### src/rtl/call_seq_pkg.sv
package call_seq_pkg;

    typedef enum logic [2:0] {
        ST_IDLE    = 3'd0,
        ST_TGT_LO  = 3'd1,
        ST_GAP     = 3'd2,
        ST_PUSH_HI = 3'd3,
        ST_PUSH_LO = 3'd4,
        ST_TGT_HI  = 3'd5,
        ST_FINISH  = 3'd6
    } call_state_e;

endpackage

### src/rtl/call_seq_fsm.sv
module call_seq_fsm
    import call_seq_pkg::*;
(
    input  logic        clk,
    input  logic        rst_n,
    input  logic        start_i,
    output call_state_e state_o
);

    call_state_e state_q;
    call_state_e state_d;

    // state register
    always_ff @(posedge clk) begin
        if (!rst_n) begin
            state_q <= ST_IDLE;
        end else begin
            state_q <= state_d;
        end
    end

    // transitions: only the idle state has a condition
    always_comb begin
        state_d = state_q;
        unique case (state_q)
            ST_IDLE:    state_d = start_i ? ST_TGT_LO : ST_IDLE;
            ST_TGT_LO:  state_d = ST_GAP;
            ST_GAP:     state_d = ST_PUSH_HI;
            ST_PUSH_HI: state_d = ST_PUSH_LO;
            ST_PUSH_LO: state_d = ST_TGT_HI;
            ST_TGT_HI:  state_d = ST_FINISH;
            ST_FINISH:  state_d = ST_IDLE;
            default:    state_d = ST_IDLE;
        endcase
    end

    assign state_o = state_q;

endmodule

### src/rtl/call_seq_regs.sv
module call_seq_regs
    import call_seq_pkg::*;
#(
    parameter int ADDR_W = 16,
    parameter int DATA_W = 8
) (
    input  logic              clk,
    input  logic              rst_n,
    input  call_state_e       state_i,
    input  logic              start_i,
    input  logic [ADDR_W-1:0] pc_i,
    input  logic [DATA_W-1:0] sp_i,
    input  logic [DATA_W-1:0] rdata_i,
    output logic [ADDR_W-1:0] pc_o,
    output logic [DATA_W-1:0] sp_o,
    output logic [DATA_W-1:0] tgt_lo_o
);

    localparam int HI_W = ADDR_W - DATA_W;

    logic [ADDR_W-1:0] pc_q;
    logic [DATA_W-1:0] sp_q;
    logic [DATA_W-1:0] lo_q;

    always_ff @(posedge clk) begin
        if (!rst_n) begin
            pc_q <= '0;
            sp_q <= '0;
            lo_q <= '0;
        end else begin
            unique case (state_i)
                ST_IDLE: begin
                    if (start_i) begin
                        pc_q <= pc_i;
                        sp_q <= sp_i;
                    end
                end
                ST_TGT_LO:  lo_q <= rdata_i;
                ST_PUSH_HI: sp_q <= sp_q - DATA_W'(1);
                ST_PUSH_LO: sp_q <= sp_q - DATA_W'(1);
                ST_TGT_HI:  pc_q <= {rdata_i[HI_W-1:0], lo_q};
                default: begin
                end
            endcase
        end
    end

    assign pc_o     = pc_q;
    assign sp_o     = sp_q;
    assign tgt_lo_o = lo_q;

endmodule

### src/rtl/call_seq_bus.sv
module call_seq_bus
    import call_seq_pkg::*;
#(
    parameter int ADDR_W = 16,
    parameter int DATA_W = 8,
    parameter logic [ADDR_W-DATA_W-1:0] STACK_PAGE = 'h01
) (
    input  call_state_e       state_i,
    input  logic [ADDR_W-1:0] pc_i,
    input  logic [DATA_W-1:0] sp_i,
    output logic [ADDR_W-1:0] addr_o,
    output logic              rd_o,
    output logic              wr_o,
    output logic [DATA_W-1:0] wdata_o
);

    localparam int LO_OFS  = 1;
    localparam int RET_OFS = LO_OFS + 1;

    logic [ADDR_W-1:0] ret_addr;
    logic [ADDR_W-1:0] stack_addr;

    assign ret_addr   = pc_i + ADDR_W'(RET_OFS);
    assign stack_addr = {STACK_PAGE, sp_i};

    // outputs decoded from the current state only
    always_comb begin
        addr_o  = '0;
        rd_o    = 1'b0;
        wr_o    = 1'b0;
        wdata_o = '0;
        unique case (state_i)
            ST_TGT_LO: begin
                addr_o = pc_i + ADDR_W'(LO_OFS);
                rd_o   = 1'b1;
            end
            ST_PUSH_HI: begin
                addr_o  = stack_addr;
                wr_o    = 1'b1;
                wdata_o = ret_addr[ADDR_W-1:ADDR_W-DATA_W];
            end
            ST_PUSH_LO: begin
                addr_o  = stack_addr;
                wr_o    = 1'b1;
                wdata_o = ret_addr[DATA_W-1:0];
            end
            ST_TGT_HI: begin
                addr_o = ret_addr;
                rd_o   = 1'b1;
            end
            default: begin
            end
        endcase
    end

endmodule

### src/rtl/call_sequencer.sv
module call_sequencer
    import call_seq_pkg::*;
#(
    parameter int ADDR_W = 16,
    parameter int DATA_W = 8
) (
    input  logic              clk,
    input  logic              rst_n,
    input  logic              start_i,
    input  logic [ADDR_W-1:0] pc_i,
    input  logic [DATA_W-1:0] sp_i,
    output logic [ADDR_W-1:0] bus_addr_o,
    output logic              bus_rd_o,
    output logic              bus_wr_o,
    output logic [DATA_W-1:0] bus_wdata_o,
    input  logic [DATA_W-1:0] bus_rdata_i,
    output logic [ADDR_W-1:0] pc_o,
    output logic [DATA_W-1:0] sp_o,
    output logic              busy_o,
    output logic              done_o
);

    call_state_e       state;
    logic [DATA_W-1:0] tgt_lo;

    call_seq_fsm u_fsm (
        .clk     (clk),
        .rst_n   (rst_n),
        .start_i (start_i),
        .state_o (state)
    );

    call_seq_regs #(.ADDR_W(ADDR_W), .DATA_W(DATA_W)) u_regs (
        .clk      (clk),
        .rst_n    (rst_n),
        .state_i  (state),
        .start_i  (start_i),
        .pc_i     (pc_i),
        .sp_i     (sp_i),
        .rdata_i  (bus_rdata_i),
        .pc_o     (pc_o),
        .sp_o     (sp_o),
        .tgt_lo_o (tgt_lo)
    );

    call_seq_bus #(.ADDR_W(ADDR_W), .DATA_W(DATA_W)) u_bus (
        .state_i (state),
        .pc_i    (pc_o),
        .sp_i    (sp_o),
        .addr_o  (bus_addr_o),
        .rd_o    (bus_rd_o),
        .wr_o    (bus_wr_o),
        .wdata_o (bus_wdata_o)
    );

    always_comb begin
        busy_o = (state != ST_IDLE);
        done_o = (state == ST_FINISH);
    end

    logic unused_lo;
    assign unused_lo = ^tgt_lo;

endmodule

### config.mk
export PLATFORM = sky130hd
export DESIGN_NAME = call_sequencer
export DESIGN_NICKNAME = d
export VERILOG_FILES = /design/src/rtl/call_seq_pkg.sv /design/src/rtl/call_seq_fsm.sv /design/src/rtl/call_seq_regs.sv /design/src/rtl/call_seq_bus.sv /design/src/rtl/call_sequencer.sv
export SDC_FILE = /design/constraint.sdc
export NUM_CORES = 1
export LEC_CHECK = 0
export ABC_AREA = 0
export CAP_MARGIN = 20
export CORE_AREA = 2 2 65 67
export CTS_BUF_LIST = sky130_fd_sc_hd__clkbuf_2
export CTS_CLUSTER_DIAMETER = 100
export CTS_CLUSTER_SIZE = 40
export DETAILED_ROUTE_END_ITERATION = 8
export DIE_AREA = 0 0 67 69
export DONT_BUFFER_PORTS = 1
export PLACE_DENSITY = 0.87
export SLEW_MARGIN = 20
export SYNTH_ARGS = -nofsm -noshare
export SYNTH_HDL_FRONTEND = slang
export SYNTH_HIERARCHICAL = 1
export SYNTH_SLANG_ARGS = --single-unit
### constraint.sdc
create_clock -name clk -period 4.15 [get_ports clk]
set_input_delay 0.2075 -clock clk [delete_from_list [all_inputs] [get_ports clk]]
set_output_delay 0.2075 -clock clk [all_outputs]
set_load 0.05 [all_outputs]
==> results of run 1 <==
## cell usage in the layout (no fill, tap or decap), drive strengths merged, types with 3 or more instances in the layout
cell	instances
a21oi	11
a22o	6
a32oi	3
buf	8
clkbuf	6
dfxtp	35
dlygate4sd3	10
ha	4
inv	9
mux2i	9
nand2	22
nand2b	6
nand3	4
nand3b	3
nand4	8
nor2	50
nor2b	8
nor3	10
nor4	3
o21a	5
o21ai	11
o221ai	16
o22ai	9
or3	7
xnor2	15
xor2	8
## power groups by stage
stage,Sequential (mW),Combinational (mW),Clock (mW)
after global routing,0.533,0.286,0.299
after floorplan,0.505,0.233,0
after CTS,0.523,0.260,0.286
after detailed placement,0.531,0.246,0
final,0.525,0.265,0.281
after global placement,0.527,0.241,0
## worst paths after layout
check                           from                  to  slack (ns)  cells after the start
setup / recovery      u_regs/pc_o[1]      bus_addr_o[15]        0.81                      5
hold / removal        bus_rdata_i[7]     u_regs/pc_o[15]        0.04                      2
setup reg to reg    u_fsm/state_o[2]      u_regs/pc_o[9]        1.83                      4
hold reg to reg   u_regs/tgt_lo_o[1]  u_regs/tgt_lo_o[1]        0.55                      2
## stage by stage
step           cells  worst slack [ns]  utilization (%)
5_1_grt          369             0.618             67.9
4_1_cts          369             0.811             67.9
6_report         369             0.806             67.9
3_3_place_gp     351              1.30             63.1
2_1_floorplan    314              1.17                -
3_5_place_dp     351              1.26             63.1
## sequential cells by signal, summed over array words and instances (netlist names)
signal / flops
u_regs/pc_o: 16
u_fsm/state_o: 3
u_regs/sp_o: 8
u_regs/tgt_lo_o: 8
## cells in the mapped netlist (3+ instances only)
cell type,count,area (um^2)
a21oi_1,11,55.1
a22o_1,6,52.6
a32oi_1,3,26.3
buf_6,4,45.0
clkbuf_1,8,30.0
clkbuf_2,4,20.0
dfxtp_1,35,701
ha_1,4,50.1
inv_1,9,33.8
mux2i_1,9,90.1
nand2_1,20,75.1
nand2b_1,6,37.5
nand3_1,4,20.0
nand3b_1,3,22.5
nand4_1,7,43.8
nor2_1,50,188
nor2b_1,8,50.1
nor3_1,10,50.1
nor4_1,3,18.8
o21a_1,5,37.5
o21ai_0,11,55.1
o221ai_1,16,140
o22ai_1,9,56.3
or3_1,6,37.5
xnor2_1,15,131
xor2_1,8,70.1
## final cells by class
cell class | instances | area, um^2 | share of cell area [%]
Multi-Input combinational cell | 248 | 1610 | 60.5
Timing Repair Buffer | 18 | 160 | 6.02
Inverter | 10 | 37.5 | 1.41
Clock inverter | 2 | 60.1 | 2.26
Clock buffer | 6 | 30.0 | 1.13
Sequential cell | 35 | 701 | 26.4
Tap cell | 50 | 62.6 | 2.35
## routing by layer
metal | part of all wire (%) | track usage, % | vias to the layer above
met2 | 46 | 46.3 | 141
met1 | 42 | 39.7 | 1148
met3 | 10 | 9.30 | 17
li1 | - | - | 1159
met4 | 1.8 | 8.62 | 0
met5 | 0 | 0 | -
## cell families after synthesis
logic type / Yosys count / synth area share, %
fa+ha+maj: 4 / 2.02
simple gates: 131 / 27.6
mux: 9 / 3.63
xor+xnor: 23 / 8.12
flops: 35 / 28.3
compound gates: 81 / 23.4
buf+inv: 31 / 6.91
## critical path, cell delays in order (launching register included)
cell and delay, ns:
dfxtp_1 0.85, ha_1 0.33, nand3b_1 0.14, a2111oi_0 0.62, xnor2_1 0.12, nor2_1 0.70
==> run summary, run 1 <==
initial DRC count: 235
Max IR drop VDD: 280 uV
grt ovf: 0
Worst-Margin Slew: 1.09 ns
Worst setup SP type: flip-flop
Max-Cap Viols: 0
setup TNS: 0 ns
Max Root-Sink Buffers: 2
gr usage total: 29.9%
Die Wd: 67 um
Root Driver: clkbuf_2
PostCTS Resize Cnt: 0
relative max-transition margin: 27.2%
cell-internal power: 627 uW
# fillers: 327
Post-CTS Hold Buffers: 10
final setup fails: 0
final net count: 357
vias: 2,465
ANT nets after route: 0
Inserted Diodes: 0
Initial Util: 63.4%
status: completed
Synth cell types: 58
drt pass-1 iters: 5
proportion of layout cells with a drive suffix above 1: 7.84%
Core Area: 3910 um^2
Tot Pwr: 1.07 mW
Seq/Total Area, Yosys: 28.3%
Peak Freq: 0.299 GHz
design area: 2660 um^2
TritonCTS clock tree: yes
pwr dens: 403 nW/um^2
unrepaired setup endpoints after global routing: no
combinational share of power: 24.7%
Residual DRC: 0
clock buffer count from CTS: 5
Clock Latency Late Sink: 0.40 ns
hold slack: 0.0365 ns
vias in the first global route: 2,246
Wirelength per Cell: 18.9 um
Post-Syn Area: 2480 um^2
Placer Congestion: 0.948
Layout Skew: 0.0210 ns
DP HPWL: 4810 um
clock slew at reported path FFs: 0.18 ns
sequential power share: 49.0%
I/O Pins: 87
Port-buffer cells: 0
first-pass GRT wire length: 10,900 um
Post-CTS Setup Inserts: 0
Synth Area per Inst: 7.90 um^2
fin crit period: 3.34 ns
Tightest Hold Check Type: in2reg
fraction of registers with async set/reset: 0%
CP arrival: 3.14 ns
Die H: 69 um
vias per cell: 6.68
final WL: 6970 um
Tcrit/Tclk final: 80.6%
Worst Path Required: 3.94 ns
cell count after synthesis: 314
largest net degree at the start of global routing: 34
crit-path max FO: 9
Synthesized Nets: 353
Placement Cell Area: 2470 um^2
area delta synth->final: 7.21%
initial antenna violation count: 0
switching share of power: 41.4%
WS Path Type: reg2out
pins over their slew limit: 0
Post-synth EDFFs: 0
#FFs+latches synth: 35
placement row count: 23
H-Tree Depth: 2
leakage: 0.911 nW
# clock sinks: 35
DIE AREA: 4620 um^2
sw power: 443 uW
Syn. warnings: 6
top_reg_cell synth: dfxtp_1
final hold violations: 0
clock share of power: 26.3%
Worst Setup End Kind: output port
(Power assumes the default switching activity.)
==> run 2, diff against run 1 <==
- CORE_AREA: 2 2 65 67 -> 2 2 68 70
- DIE_AREA: 0 0 67 69 -> 0 0 70 72
- PLACE_DENSITY: 0.87 -> 0.84
- clock period: 4.15 -> 2.7 ns (I/O delays scaled with it)
==> run summary, run 2 (synthesis results as in run 1) <==
status: complete, but fails checks
failing checks: hold timing
leakage: 1.15 nW (+26%)
pwr dens: 502 nW/um^2 (+25%)
design area: 3080 um^2 (+16%)
proportion of layout cells with a drive suffix above 1: 16.8% (+8.9 points)
relative max-transition margin: 32.1% (+4.9 points)
commonest non-fill, non-tap cell in the layout: nor2_1
FF/Latch Area: 701 um^2 (unchanged)
Placement Cell Area: 2760 um^2 (+12%)
Die Wd: 70 um (+4.5%)
area delta synth->final: 24.2%
worst hold path depth: 2 (unchanged)
crit-path max FO: 25 (+16)
final net count: 409 (+15%)
initial DRC count: 249 (+6.0%)
Layout Skew: 0.0133 ns (-0.00771 ns)
Placer Congestion: 0.898 (-5.2%)
vias: 2,712 (+10%)
slack of the critical path: 0.132 ns (-0.674 ns)
clock buffer count from CTS: 5 (unchanged)
Residual DRC: 0 (unchanged)
worst-case reg-to-reg path depth: 5 (+1)
final core utilization: 72.2% (+4.3 points)
# clock sinks: 35 (unchanged)
setup TNS: 0 ns (unchanged)
Placed Instances: 386 (+10%)
RR Startpoint: u_fsm/state_o[0]
grt ovf: 0 (unchanged)
fin crit period: 2.57 ns
ANT nets after route: 0 (unchanged)
Worst Setup End Kind: flip-flop
Die H: 72 um (+4.3%)
initial antenna violation count: 0 (unchanged)
first-pass GRT wire length: 12,400 um (+14%)
reg2reg end: u_regs/sp_o[5]
final hold violations: 1 (+1)
Max Root-Sink Buffers: 2 (unchanged)
Initial Util: 58.2% (-5.2 points)
pins over their slew limit: 0 (unchanged)
gr usage total: 30.7% (+0.78 points)
DP HPWL: 5460 um (+13%)
Worst-Margin Slew: 1.02 ns (-0.0719 ns)
Max-Cap Viols: 0 (unchanged)
Core Area: 4260 um^2 (+9.0%)
H-Tree Depth: 2 (unchanged)
vias in the first global route: 2,524 (+12%)
Max IR drop VDD: 437 uV (+56%)
Post-Layout Cell Count: 423 (+15%)
TritonCTS clock tree: yes
clock slew at reported path FFs: 0.17 ns (about the same)
hold slack: -0.00864 ns (-0.0451 ns)
CP arrival: 2.86 ns (-0.28 ns)
final setup fails: 0 (unchanged)
DIE AREA: 5040 um^2 (+9.0%)
Worst setup SP type: flip-flop
I/O Pins: 87 (unchanged)
multi-input logic area: 1620 um^2 (+0.47%)
Clock Latency Late Sink: 0.39 ns (about the same)
crit path to: u_regs/sp_o[5]
Peak Freq: 0.389 GHz
Tcrit/Tclk final: 95.1%
pre-CTS setup slack: 0.563 ns (-0.701 ns)
drt pass-1 iters: 5 (unchanged)
Worst R2R Setup Slack: 0.13 ns (-1.70 ns)
vias per cell: 6.41 (-4.0%)
final WL: 8060 um (+16%)
largest net degree at the start of global routing: 34 (unchanged)
Root Driver: clkbuf_2
Largest register FFs: 16 (unchanged)
WS Path Type: reg2reg
Worst Path Required: 2.99 ns (-0.95 ns)
# fillers: 337 (+3.1%)
CP Launch Point: u_fsm/state_o[0]
most frequent cells in the layout: nor2_1 (50), buf_4 (42), dfxtp_1 (35)
Port-buffer cells: 0 (unchanged)
placement row count: 24 (+4.3%)
Tightest Hold Check Type: in2reg
Wirelength per Cell: 19.0 um (+0.91%)
[run 2: cell types whose count changed in the layout (fill, tap and decap cells not counted), sizes merged]
| cell | change |
|---|---|
| clkinv | +2 |
| buf | +37 |
| dlygate4sd3 | +15 |
| bufinv | -2 |
| clkbuf | -1 |
| diode | +1 |
[run 2: through the flow]
step | hold WS [ns] | total power, mW
after global routing | -0.00364 | 1.61
final | -0.00864 | 1.55
after floorplan | 0.281 | 1.14
after detailed placement | 0.259 | 1.27
after global placement | 0.257 | 1.25
after CTS | 0.000310 | 1.53
[run 2: what timing repair did]
item,CTS,global route
setup buffers,0,4
hold buffers,24,1
endpoints found under the hold margin,35,1
gates resized for setup,0,0
setup endpoints to repair,0,4
[run 2: power by group]
part	total [mW]	internal, mW	switching [mW]
combinational	0.629	0.215	0.414
clock	0.226	0.0546	0.171
sequential	0.690	0.567	0.123
[run 2: worst min-delay path by stage]
stage | from | end | slack [ns]
after global placement | rst_n | u_regs/sp_o[0] | 0.26
after floorplan | rst_n | u_fsm/state_o[1] | 0.28
after global routing | pc_i[8] | u_regs/pc_o[8] | -0.004
after CTS | pc_i[0] | u_regs/pc_o[0] | 0.0003
after detailed placement | rst_n | u_regs/sp_o[0] | 0.26
final | pc_i[8] | u_regs/pc_o[8] | -0.009
[run 2: area by class of cell]
class	instances	share of cell area [%]
Multi-Input combinational cell	248	52.4
Sequential cell	35	22.7
Timing Repair Buffer	70	20.3
Tap cell	52	2.11
Inverter	10	1.22
Clock buffer	5	0.812
Clock inverter	2	0.284
Antenna cell	1	0.0812
[run 2: critical path, stage by stage (launching register included)]
cell and delay, ns:
dfxtp_1 0.84, nand2_1 0.15, o22ai_1 0.52, a31oi_1 0.19, o21a_1 0.22, dlygate4sd3_1 0.56
[run 2: layer usage]
metal	up-vias	track usage [%]	part of all wire (%)
met2	136	50.8	49
met3	25	7.92	7.5
li1	1272	-	-
met5	-	0	0
met1	1279	37.7	40
met4	0	14.5	3.3
==> run 3, diff against run 2 <==
- CELL_PAD_IN_SITES_DETAIL_PLACEMENT: unset -> 0
- CELL_PAD_IN_SITES_GLOBAL_PLACEMENT: unset -> 2
- CORE_AREA: 2 2 68 70 -> 2 2 90 92
- DIE_AREA: 0 0 70 72 -> 0 0 92 94
- PLACE_DENSITY: 0.84 -> 0.85
==> run summary, run 3 (synthesis results as in run 1) <==
crit-path cells: ha_1, mux2i_1, nor3_1, xor2_1, a22o_1
pwr dens: 489 nW/um^2 (-2.6%)
CP arrival: 2.38 ns (-0.48 ns)
Tightest Hold Check Type: in2reg
hold wc startpoint: pc_i[1]
final net count: 415 (+1.5%)
Die H: 94 um (+31%)
design area: 3220 um^2 (+4.5%)
Max IR drop VDD: 172 uV (-61%)
Placement Cell Area: 2850 um^2 (+3.1%)
WS Path Type: reg2out
Max Root-Sink Buffers: 2 (unchanged)
Root Driver: clkbuf_2
commonest non-fill, non-tap cell in the layout: nor2_1
Placed Instances: 439 (+14%)
Tcrit/Tclk final: 93.2% (-1.9 points)
crit-path max FO: 6 (-76%)
# fillers: 802 (+140%)
initial antenna violation count: 0 (unchanged)
fin crit period: 2.52 ns (-0.0521 ns)
worst hold path depth: 2 (unchanged)
pre-CTS setup slack: 0.562 ns (-0.00179 ns)
unrepaired setup endpoints after global routing: no
Clock Latency Late Sink: 0.38 ns (about the same)
final setup fails: 0 (unchanged)
proportion of layout cells with a drive suffix above 1: 17.8% (+1.0 points)
reg2reg end: u_regs/sp_o[0]
multi-input logic area: 1620 um^2 (about the same)
pins over their slew limit: 0 (unchanged)
Residual DRC: 0 (unchanged)
Worst R2R Setup Slack: 0.24 ns (+0.11 ns)
gr usage total: 19.1% (-12 points)
FF/Latch Area: 704 um^2 (+0.54%)
slack of the critical path: 0.184 ns (+0.0521 ns)
Layout Skew: 0.00929 ns (-0.00396 ns)
RR Startpoint: u_fsm/state_o[0]
ANT nets after route: 0 (unchanged)
placement row count: 32 (+33%)
most frequent cells in the layout: nor2_1 (50), buf_4 (41), dfxtp_1 (32)
vias per cell: 5.41 (-16%)
grt ovf: 0 (unchanged)
Initial Util: 32.6% (-26 points)
drt pass-1 iters: 4 (-1)
first-pass GRT wire length: 13,000 um (+4.4%)
Tot Pwr: 1.57 mW (+1.8%)
Crit-path slowest cell: dfxtp_1
Worst Setup End Kind: output port
WHS Endpoint: u_regs/pc_o[1]
initial DRC count: 166 (-33%)
clock slew at reported path FFs: 0.19 ns (+0.02 ns)
worst-case reg-to-reg path depth: 5 (unchanged)
Wirelength per Cell: 17.4 um (-8.8%)
H-Tree Depth: 2 (unchanged)
CP bufs+invs: 0 (-1)
Worst-Margin Slew: 0.777 ns (-0.239 ns)
Port-buffer cells: 0 (unchanged)
CP peak stage delay: 0.55 ns (-0.29 ns)
I/O Pins: 87 (unchanged)
final WL: 8320 um (+3.3%)
Core Area: 7610 um^2 (+78%)
Max-Cap Viols: 0 (unchanged)
clock buffer count from CTS: 5 (unchanged)
largest net degree at the start of global routing: 34 (unchanged)
Worst setup SP type: flip-flop
final hold violations: 0 (-1)
Post-CTS Setup Inserts: 0 (unchanged)
Largest register FFs: 16 (unchanged)
Worst Path Required: 2.57 ns (-0.42 ns)
DIE AREA: 8650 um^2 (+72%)
relative max-transition margin: 48.1% (+16 points)
DP HPWL: 6190 um (+13%)
TritonCTS clock tree: yes
area delta synth->final: 29.8%
Peak Freq: 0.397 GHz (+2.1%)
# clock sinks: 35 (unchanged)
leakage: 1.18 nW (+2.9%)
Inserted Diodes: 0 (-1)
Die Wd: 92 um (+31%)
Placer Congestion: 0.819 (-8.7%)
vias: 2,589 (-4.5%)
vias in the first global route: 2,396 (-5.1%)
Post-Layout Cell Count: 479 (+13%)
critical path's top delay family: flip-flops
status: completed
setup TNS: 0 ns (unchanged)
run 3: through the flow:
stage               hold WS, ns  utilization, %
floorplan                 0.281               -
global placement          0.256            37.5
detailed placement        0.260            37.5
CTS                    0.000377            41.7
global route            0.00192            42.3
finish                   0.0330            42.3
run 3: cell type report:
| cell class | instances | share of cell area, % |
|---|---|---|
| repair buffers | 76 | 21.4 |
| well taps | 102 | 3.97 |
| flip-flops and latches | 35 | 21.9 |
| multi-input cells | 248 | 50.2 |
| inverters | 10 | 1.17 |
| clock inverters | 2 | 0.389 |
| clock buffers | 6 | 0.933 |
run 3: power breakdown:
group	switching, mW	internal, mW
clock	0.184	0.0661
sequential	0.121	0.568
combinational	0.410	0.223
total	0.715	0.858
run 3: how the worst max path moves through the flow:
stage,start,endpoint,depth (start not counted)
after floorplan,u_regs/pc_o[2],bus_wdata_o[5],5
after global placement,u_regs/pc_o[3],bus_addr_o[13],5
after detailed placement,u_regs/pc_o[1],bus_addr_o[13],6
after CTS,u_regs/pc_o[1],bus_addr_o[13],6
after global routing,u_regs/pc_o[2],bus_addr_o[15],7
final,u_regs/pc_o[0],bus_addr_o[6],5
run 3: metal layers:
metal / vias up / wire (um) / global-route usage [%]
met3: 7 / 677 / 4.57
met1: 1201 / 3510 / 24.9
met2: 99 / 4050 / 31.9
met4: 0 / 95 / 4.48
met5: - / 0 / 0
li1: 1282 / - / -
run 3: timing repair:
item	4_1_cts	5_1_grt
hold buffers	28	3
endpoints found under the hold margin	35	3
gates resized for setup	0	4
endpoints found under the setup margin	0	2
run 3: worst reg2reg max path, stage by stage, from the launching register on:
cell and delay [ns]:
dfxtp_1 0.86, nand2_1 0.16, o22ai_1 0.48, nor3_1 0.12, o21a_1 0.21, dlygate4sd3_1 0.54
